===== src/rtl/mtim_pkg.sv =====
package mtim_pkg;
  // Strobes passed from the control block to the counter datapath.
  typedef struct packed {
    logic tick;        // divided counting tick
    logic clearCount;  // restart or limit write
  } mtimStrobes_t;

  localparam logic [1:0] ADDR_STATUS = 2'd0;
  localparam logic [1:0] ADDR_SETUP  = 2'd1;
  localparam logic [1:0] ADDR_COUNT  = 2'd2;
  localparam logic [1:0] ADDR_LIMIT  = 2'd3;

  localparam logic [1:0] SRC_BUS  = 2'd0;
  localparam logic [1:0] SRC_FIX  = 2'd1;
  localparam logic [1:0] SRC_FALL = 2'd2;
  localparam logic [1:0] SRC_RISE = 2'd3;
endpackage


===== src/rtl/mtim_ctrl.sv =====
module mtim_ctrl
  import mtim_pkg::*;
#(
  parameter int CNT_W       = 8,
  parameter int PRE_W       = 4,
  parameter int SYNC_STAGES = 2
) (
  input  logic             clk,
  input  logic             rstN,
  input  logic             fixedTick,
  input  logic             extPin,
  input  logic             busWr,
  input  logic             busRd,
  input  logic [1:0]       busAddr,
  input  logic [7:0]       busWdata,
  input  logic [CNT_W-1:0] countVal,
  input  logic             wrapEvt,
  output logic [7:0]       busRdata,
  output logic             irq,
  output mtimStrobes_t     strobes,
  output logic [CNT_W-1:0] modVal,
  output logic             flagVal,
  output logic             irqEnVal,
  output logic             haltVal
);
  localparam int MAX_SHIFT = CNT_W;

  logic [SYNC_STAGES-1:0] syncQ;
  logic                   extPrev;
  logic [1:0]             srcSel;
  logic [PRE_W-1:0]       preCode;
  logic [CNT_W-1:0]       divQ;
  logic                   armQ;
  logic                   srcTick;
  logic [PRE_W-1:0]       shiftAmt;
  logic [CNT_W:0]         fullDiv;
  logic [CNT_W-1:0]       divMask;
  logic                   statusWr, setupWr, limitWr, restartReq;
  logic                   flagNext;
  logic                   extLevel;

  assign extLevel = syncQ[SYNC_STAGES-1];

  always_ff @(posedge clk) begin
    if (!rstN) begin
      syncQ   <= '0;
      extPrev <= 1'b0;
    end else begin
      syncQ   <= {syncQ[SYNC_STAGES-2:0], extPin};
      extPrev <= extLevel;
    end
  end

  always_comb begin
    unique case (srcSel)
      SRC_BUS:  srcTick = 1'b1;
      SRC_FIX:  srcTick = fixedTick;
      SRC_FALL: srcTick = extPrev && !extLevel;
      default:  srcTick = !extPrev && extLevel;
    endcase
  end

  assign shiftAmt = (int'(preCode) > MAX_SHIFT) ? PRE_W'(MAX_SHIFT) : preCode;
  assign fullDiv  = (CNT_W+1)'(1) << shiftAmt;
  assign divMask  = CNT_W'(fullDiv - (CNT_W+1)'(1));

  assign statusWr   = busWr && (busAddr == ADDR_STATUS);
  assign setupWr    = busWr && (busAddr == ADDR_SETUP);
  assign limitWr    = busWr && (busAddr == ADDR_LIMIT);
  assign restartReq = statusWr && busWdata[5];

  assign strobes.clearCount = restartReq || limitWr;
  assign strobes.tick       = !haltVal && srcTick && ((divQ & divMask) == divMask);

  always_comb begin
    flagNext = flagVal;
    if (strobes.clearCount)                      flagNext = 1'b0;
    else if (wrapEvt)                            flagNext = 1'b1;
    else if (statusWr && armQ && !busWdata[7])   flagNext = 1'b0;
  end

  always_ff @(posedge clk) begin
    if (!rstN) begin
      divQ     <= '0;
      flagVal  <= 1'b0;
      armQ     <= 1'b0;
      irqEnVal <= 1'b0;
      haltVal  <= 1'b1;
      srcSel   <= SRC_BUS;
      preCode  <= '0;
      modVal   <= '0;
    end else begin
      if (haltVal || strobes.clearCount) divQ <= '0;
      else if (srcTick)                  divQ <= divQ + 1'b1;
      flagVal <= flagNext;
      if (!flagNext)                                          armQ <= 1'b0;
      else if (busRd && busAddr == ADDR_STATUS && flagVal)    armQ <= 1'b1;
      if (statusWr) begin
        irqEnVal <= busWdata[6];
        haltVal  <= busWdata[4];
      end
      if (setupWr) begin
        srcSel  <= busWdata[5:4];
        preCode <= busWdata[PRE_W-1:0];
      end
      if (limitWr) modVal <= busWdata[CNT_W-1:0];
    end
  end

  always_comb begin
    unique case (busAddr)
      ADDR_STATUS: busRdata = {flagVal, irqEnVal, 1'b0, haltVal, 4'b0};
      ADDR_SETUP:  busRdata = {2'b0, srcSel, preCode};
      ADDR_COUNT:  busRdata = countVal;
      default:     busRdata = modVal;
    endcase
  end

  assign irq = flagVal && irqEnVal;
endmodule


===== src/rtl/mtim_datapath.sv =====
module mtim_datapath
  import mtim_pkg::*;
#(
  parameter int CNT_W = 8
) (
  input  logic             clk,
  input  logic             rstN,
  input  mtimStrobes_t     strobes,
  input  logic [CNT_W-1:0] modVal,
  output logic [CNT_W-1:0] countVal,
  output logic             wrapEvt
);
  logic [CNT_W-1:0] wrapAt;
  logic             atWrap;

  assign wrapAt  = (modVal == '0) ? '1 : modVal;
  assign atWrap  = (countVal == wrapAt);
  assign wrapEvt = strobes.tick && atWrap && !strobes.clearCount;

  always_ff @(posedge clk) begin
    if (!rstN)                   countVal <= '0;
    else if (strobes.clearCount) countVal <= '0;
    else if (strobes.tick)       countVal <= atWrap ? '0 : countVal + 1'b1;
  end
endmodule


===== src/rtl/mod_overflow_timer.sv =====
module mod_overflow_timer
  import mtim_pkg::*;
#(
  parameter int CNT_W       = 8,
  parameter int PRE_W       = 4,
  parameter int SYNC_STAGES = 2
) (
  input  logic       clk,
  input  logic       rstN,
  input  logic       fixedTick,
  input  logic       extPin,
  input  logic       busWr,
  input  logic       busRd,
  input  logic [1:0] busAddr,
  input  logic [7:0] busWdata,
  output logic [7:0] busRdata,
  output logic       irq
);
  mtimStrobes_t     strobes;
  logic [CNT_W-1:0] countVal;
  logic [CNT_W-1:0] modVal;
  logic             wrapEvt, flagVal, irqEnVal, haltVal;

  mtim_ctrl #(.CNT_W(CNT_W), .PRE_W(PRE_W), .SYNC_STAGES(SYNC_STAGES)) u_ctrl (
    .clk(clk), .rstN(rstN), .fixedTick(fixedTick), .extPin(extPin),
    .busWr(busWr), .busRd(busRd), .busAddr(busAddr), .busWdata(busWdata),
    .countVal(countVal), .wrapEvt(wrapEvt), .busRdata(busRdata), .irq(irq),
    .strobes(strobes), .modVal(modVal), .flagVal(flagVal),
    .irqEnVal(irqEnVal), .haltVal(haltVal)
  );

  mtim_datapath #(.CNT_W(CNT_W)) u_dp (
    .clk(clk), .rstN(rstN), .strobes(strobes), .modVal(modVal),
    .countVal(countVal), .wrapEvt(wrapEvt)
  );
endmodule


===== config.mk =====
export PLATFORM = sky130hd
export DESIGN_NAME = mod_overflow_timer
export DESIGN_NICKNAME = d
export VERILOG_FILES = /design/src/rtl/mtim_pkg.sv /design/src/rtl/mtim_ctrl.sv /design/src/rtl/mtim_datapath.sv /design/src/rtl/mod_overflow_timer.sv
export SDC_FILE = /design/constraint.sdc
export NUM_CORES = 1
export LEC_CHECK = 0
export BUFFER_PORTS_ARGS = -buffer_cell sky130_fd_sc_hd__buf_4
export CAP_MARGIN = 15
export CORE_UTILIZATION = 55
export CTS_CLUSTER_SIZE = 14
export DETAILED_ROUTE_END_ITERATION = 10
export MAX_ROUTING_LAYER = met4
export PLACE_DENSITY = 0.83
export REMOVE_ABC_BUFFERS = 1
export SLEW_MARGIN = 20
export SYNTH_ARGS = -nofsm -noshare
export SYNTH_HDL_FRONTEND = slang
export SYNTH_SLANG_ARGS = --single-unit

===== constraint.sdc =====
create_clock -name clk -period 3.4 [get_ports clk]
set_input_delay 0.68 -clock clk [delete_from_list [all_inputs] [get_ports clk]]
set_output_delay 0.68 -clock clk [all_outputs]
set_load 0.1 [all_outputs]

==> results.json, run 1 <==
{
  "status": "completed",
  "yosys_register_bits": 37,
  "root_buffer": "clkbuf_8",
  "drt_iter0_markers": 99,
  "die_x_um": 63.7,
  "cts_setup_buffers": 0,
  "clock.fmax_mhz": 329,
  "synth.distinct_cells": 45,
  "antenna_found_initial": 0,
  "post-route-period-util_pct": 89.4,
  "synth_xor_area_share_pct": 6.28,
  "tns_ps": 0,
  "nets": 279,
  "drc_errors": 0,
  "ctsHoldBuffers": 0,
  "worstSkewPairLatency_ps": 300,
  "wl_mm": 4.59,
  "drive_above_1_share_pct": 19.2,
  "vias": 1816,
  "die_area_mm2": 0.00405,
  "fin_worst_skew_ps": 9.83,
  "drv_cap": 0,
  "syn_avg_cell_area_um2": 8.75,
  "relSlewSlack_pct": 60.0,
  "synthMuxAreaShare_pct": 6.28,
  "syn_inst": 239,
  "dp.cells": 301,
  "synthTopCellsByCount": "37 x dfxtp_1, 35 x nand2_1, 17 x nor2_1",
  "clockBufferDepth": 2,
  "fin_crit_ps": 3040,
  "grt_pass1_vias": 1622,
  "worstMarginPinSlew_ps": 595,
  "yosys-top-cells-area": "dfxtp_1 35%, nand2_1 6.3%, a21boi_0 5.7%, mux2_2 3.8%, nand3_1 3.6%",
  "placed_area_mm2": 0.00228,
  "arrival_ps": 3260,
  "endpoint_kind": "flop",
  "finalPower_uw": 974,
  "report.final.slew_viol_count": 0,
  "crit_fanout": 9,
  "cp-start-kind": "flop",
  "n_antenna_cell": 0,
  "detail_route.wl_per_cell_um": 14.9,
  "postRouteAntennaNets": 0,
  "critical_path_required_ps": 3620,
  "p_per_area_mw_per_mm2": 406,
  "viasPerCell": 5.88,
  "finalNonFillerCells": 309,
  "synth_area_leader_cell": "dfxtp_1",
  "rows": 22,
  "rsz0062_at_grt": "false",
  "numCtsBuffers": 5,
  "synthArstFlopShare_pct": 0,
  "hp-class": "reg -> reg",
  "ys.flop_type": "dfxtp_1",
  "clk_pin_slew_worst_paths_ps": 80,
  "track_usage_pct": 25.5,
  "synth_fa_ha_area_share_pct": 1.80,
  "core_area_mm2": 0.00366,
  "grt_max_degree": 21,
  "path_class": "reg -> reg",
  "start_util_pct": 57.1,
  "synth_edf_count": 0,
  "grt_pass1_wl_mm": 7.75,
  "clkSinkCount": 37,
  "synthSimpleGateAreaFrac_pct": 27.7,
  "place_hpwl_mm": 3.35,
  "setup_violations": 0,
  "gp_congestion": 0.847,
  "first_pass_iters": 4,
  "synthMostInstantiatedCell": "dfxtp_1",
  "final_hold_viol_count": 0,
  "cts.repair.resized": 0,
  "grt-ovfl-total": 0,
  "max-vdd-ir-drop_mv": 0.267,
  "die_h_um": 63.7,
  "synth_compound_area_share_pct": 19.3,
  "synth_top_area_share_pct": 35.4,
  "htree_num_levels": 2,
  "ys_seq_area_share_pct": 35.4,
  "p_leak_nw": 0.870,
  "cts_tree": "built",
  "syn_area_mm2": 0.00209,
  "synth_top_family_by_area": "simple AND/OR/NAND/NOR gates",
  "yosys_warnings": 0,
  "syn_to_final_growth_pct": 14.7,
  "finalInstanceArea_mm2": 0.00240,
  "portBuffers": 24,
  "io_pins": 25
}
## area by class of cell
cell class,instances,area [um2]
Fill cell,310,1260
Clock buffer,5,68.8
Clock inverter,3,46.3
Tap cell,48,60.1
Inverter,3,11.3
Timing Repair Buffer,25,188
Multi-Input combinational cell,188,1280
Sequential cell,37,741
## power by group
group	total (mW)	switching, mW	internal (mW)
clock network	0.390	0.171	0.220
registers	0.454	0.0121	0.442
logic	0.130	0.0758	0.0544
total	0.974	0.259	0.716
## registers in the layout, indices dropped and copies added, names as in the netlist
register,cells
u_ctrl.flagVal,1
u_ctrl.srcSel,2
u_ctrl.haltVal,1
u_ctrl.armQ,1
u_dp.countVal,8
u_ctrl.preCode,4
u_ctrl.irqEnVal,1
u_ctrl.syncQ,2
u_ctrl.extPrev,1
u_ctrl.modVal,8
u_ctrl.divQ,8
## through the flow
| step | hold slack (ps) | utilization (%) | worst slack, ps |
|---|---|---|---|
| floorplan | 412 | - | 580 |
| global placement | 414 | 62.3 | 484 |
| detailed placement | 420 | 62.3 | 415 |
| CTS | 442 | 65.5 | 380 |
| global route | 446 | 65.5 | 201 |
| finish | 439 | 65.5 | 360 |
## path summary, 6_finish.rpt
| kind | startpoint | end | slack [ps] | cells after the start |
|---|---|---|---|---|
| max | u_ctrl.preCode[3] | u_dp.countVal[7] | 360 | 8 |
| min | u_ctrl.syncQ[0] | u_ctrl.syncQ[1] | 440 | 1 |
| max reg2reg | u_ctrl.preCode[3] | u_dp.countVal[7] | 360 | 8 |
| min reg2reg | u_ctrl.syncQ[0] | u_ctrl.syncQ[1] | 440 | 1 |
## worst max-delay path, cell delays in order (launching register included)
cell and delay [ps]:
dfxtp_1 390, or4b_2 690, ha_1 290, nor2_1 50, a2111oi_4 290, nand4_2 200, or2_1 360, or4_1 530
a21oi_1 150
## logic make-up after synthesis
kind of cell,count (synthesis)
adders and majority gates,3
buffers and inverters,14
and+or+nand+nor,108
AOI/OAI and AO/OA,51
DFF,37
xor gates and xnor gates,15
muxes,11
## layer usage
metal	GRT usage, %	vias up	part of all wire (%)
met3	5.25	8	4.3
met5	-	-	0
met2	37.5	49	46
met1	33.9	842	48
li1	-	917	-
met4	10.2	0	1.6
## cell usage in the layout (no fill, tap or decap), types with 5 or more instances in the layout
cell	n
o21ai_0	8
clkbuf_8	5
a21boi_0	16
nor2_1	17
nand4_1	5
buf_4	25
nand3_1	15
nand2_1	35
xnor2_1	7
mux2_2	7
o31ai_1	5
xor2_1	8
a22o_1	7
dfxtp_1	37
No activity file was read; power rests on OpenSTA's default activity.
==> run 2, diff against run 1 <==
- CORE_UTILIZATION: 55 -> 45
- PLACE_DENSITY: 0.83 -> 0.71
==> run 2 against run 1 <==
  * Worst setup slack worse by 44 ps
  * First-iteration DRC count down 10%
  * Flip-flop and latch count unchanged
  * Sequential power about the same
  * Non-clock buffer count unchanged
  * Hold slack worse by 1.6 ps
  * Cell count up 1.3%
  * Total power down 0.18%
  * Critical path type unchanged
  * Critical endpoint is now u_dp.countVal[4]
  * Largest power group unchanged
==> results.json, run 2 (same netlist as run 1, synthesis figures left out) <==
{
  "status": "completed",
  "relSlewSlack_pct": 59.6,
  "numCtsBuffers": 5,
  "p_per_area_mw_per_mm2": 405,
  "grt_pass1_vias": 1665,
  "drt_iter0_markers": 89,
  "reg2reg_slack_ps": 320,
  "crit_fanout": 9,
  "ctsHoldBuffers": 0,
  "n_antenna_cell": 0,
  "clock.fmax_mhz": 324,
  "drc_errors": 0,
  "grt-ovfl-total": 0,
  "antenna_found_initial": 0,
  "track_usage_pct": 21.0,
  "syn_to_final_growth_pct": 14.9,
  "portBuffers": 24,
  "worstMarginPinSlew_ps": 600,
  "fin_worst_skew_ps": 9.47,
  "nets": 279,
  "layout_common_cells": "37 x dfxtp_1, 35 x nand2_1, 25 x buf_4, 17 x nor2_1, 16 x a21boi_0",
  "slowest_delay_ps": 700,
  "slowest_stage": "or4b_2",
  "cts.repair.resized": 0,
  "critical_path_required_ps": 3550,
  "cts_tree": "built",
  "max-vdd-ir-drop_mv": 0.217,
  "final_hold_viol_count": 0,
  "drive_above_1_share_pct": 19.2,
  "r2r-end": "u_dp.countVal[4]",
  "vias": 1826,
  "reg2reg_from": "u_ctrl.preCode[3]",
  "rows": 24,
  "post-route-period-util_pct": 90.7,
  "reg2reg_depth": 8,
  "rsz0062_at_grt": "false",
  "htree_num_levels": 2,
  "hold_start": "u_ctrl.syncQ[0]",
  "grt_pass1_wl_mm": 7.95,
  "fin_util_pct": 54.4,
  "postRouteAntennaNets": 0,
  "endpoint_kind": "flop",
  "gp_congestion": 0.935,
  "cts_setup_buffers": 0,
  "start_util_pct": 47.4,
  "worstSkewPairLatency_ps": 300,
  "clkSinkCount": 37,
  "cp-start-kind": "flop",
  "crit_chain": "or4b_2, ha_1, nor2_1, a2111oi_4, nand4_2, or2_1, o21bai_1, nor2_1",
  "wl_mm": 4.66,
  "critical_path.most_common_cell": "nor2_1",
  "place_hpwl_mm": 3.41,
  "detail_route.wl_per_cell_um": 14.9,
  "p_leak_nw": 0.870,
  "viasPerCell": 5.83,
  "path_class": "reg -> reg",
  "arrival_ps": 3240,
  "io_pins": 25,
  "root_buffer": "clkbuf_8",
  "path_buf_inv": 0,
  "hp-class": "reg -> reg",
  "hold_end": "u_ctrl.syncQ[1]",
  "hold-path-cell-count": 1,
  "drv_cap": 0,
  "clk_pin_slew_worst_paths_ps": 80,
  "largestRegisters": "u_ctrl.divQ: 8 flops, u_ctrl.modVal: 8 flops, u_dp.countVal: 8 flops",
  "core_area_mm2": 0.00441,
  "die_area_mm2": 0.00492,
  "clockBufferDepth": 2,
  "critPathTopFamily": "simple AND/OR/NAND/NOR gates",
  "mostFrequentLayoutCell": "dfxtp_1",
  "setup_violations": 0,
  "die_h_um": 70.2,
  "grt_max_degree": 21,
  "tns_ps": 0,
  "first_pass_iters": 4,
  "report.final.slew_viol_count": 0,
  "die_x_um": 70.2,
  "fin_crit_ps": 3080
}
run 2: cell counts in the layout (fill, tap and decap cells not counted):
No cell type changed its count.
run 2: worst register-to-register path, delay by kind of cell, from the launching register on:
kind	cells	cell delay [ps]
flops	1	400
simple gates	5	1450
compound gates	2	800
fa+ha+maj	1	300
run 2: final cells by class:
class,instances,area (um2)
clock inverter,3,46.3
multi-input combinational,188,1280
timing repair buffer,25,188
sequential,37,741
fill,418,2010
inverter,3,11.3
tap,52,65.1
clock buffer,5,68.8
run 2: layer usage:
layer / share of wire, % / vias up / global-route usage, %
li1: - / 918 / -
met1: 46 / 849 / 27.0
met2: 46 / 48 / 32.6
met3: 5.7 / 11 / 4.47
met4: 1.8 / 0 / 7.56
met5: 0 / - / -
run 2: metrics by stage:
step	power, mW	setup WS [ps]	hold slack (ps)	area, um2	cells
after detailed placement	0.593	363	422	2290	305
after global placement	0.591	474	418	2290	305
after CTS	0.980	330	441	2400	313
final	0.972	316	437	2400	313
after floorplan	0.548	580	412	2030	228
after global routing	1.02	135	467	2400	313
run 2: how the worst max path moves through the flow:
stage | from | to | slack (ps) | depth (start not counted)
2_1_floorplan | u_ctrl.preCode[3] | u_dp.countVal[7] | 580 | 8
3_3_place_gp | u_ctrl.preCode[3] | u_dp.countVal[7] | 470 | 8
3_5_place_dp | u_ctrl.preCode[3] | u_dp.countVal[4] | 360 | 8
4_1_cts | u_ctrl.preCode[3] | u_dp.countVal[4] | 330 | 8
5_1_grt | u_ctrl.preCode[3] | u_dp.countVal[4] | 130 | 8
6_report | u_ctrl.preCode[3] | u_dp.countVal[4] | 320 | 8
run 2: power by group:
group / leakage, nW / internal [mW] / switching, mW
sequential: 0.300 / 0.442 / 0.0124
combinational: 0.516 / 0.0544 / 0.0745
clock: 0.0543 / 0.220 / 0.170
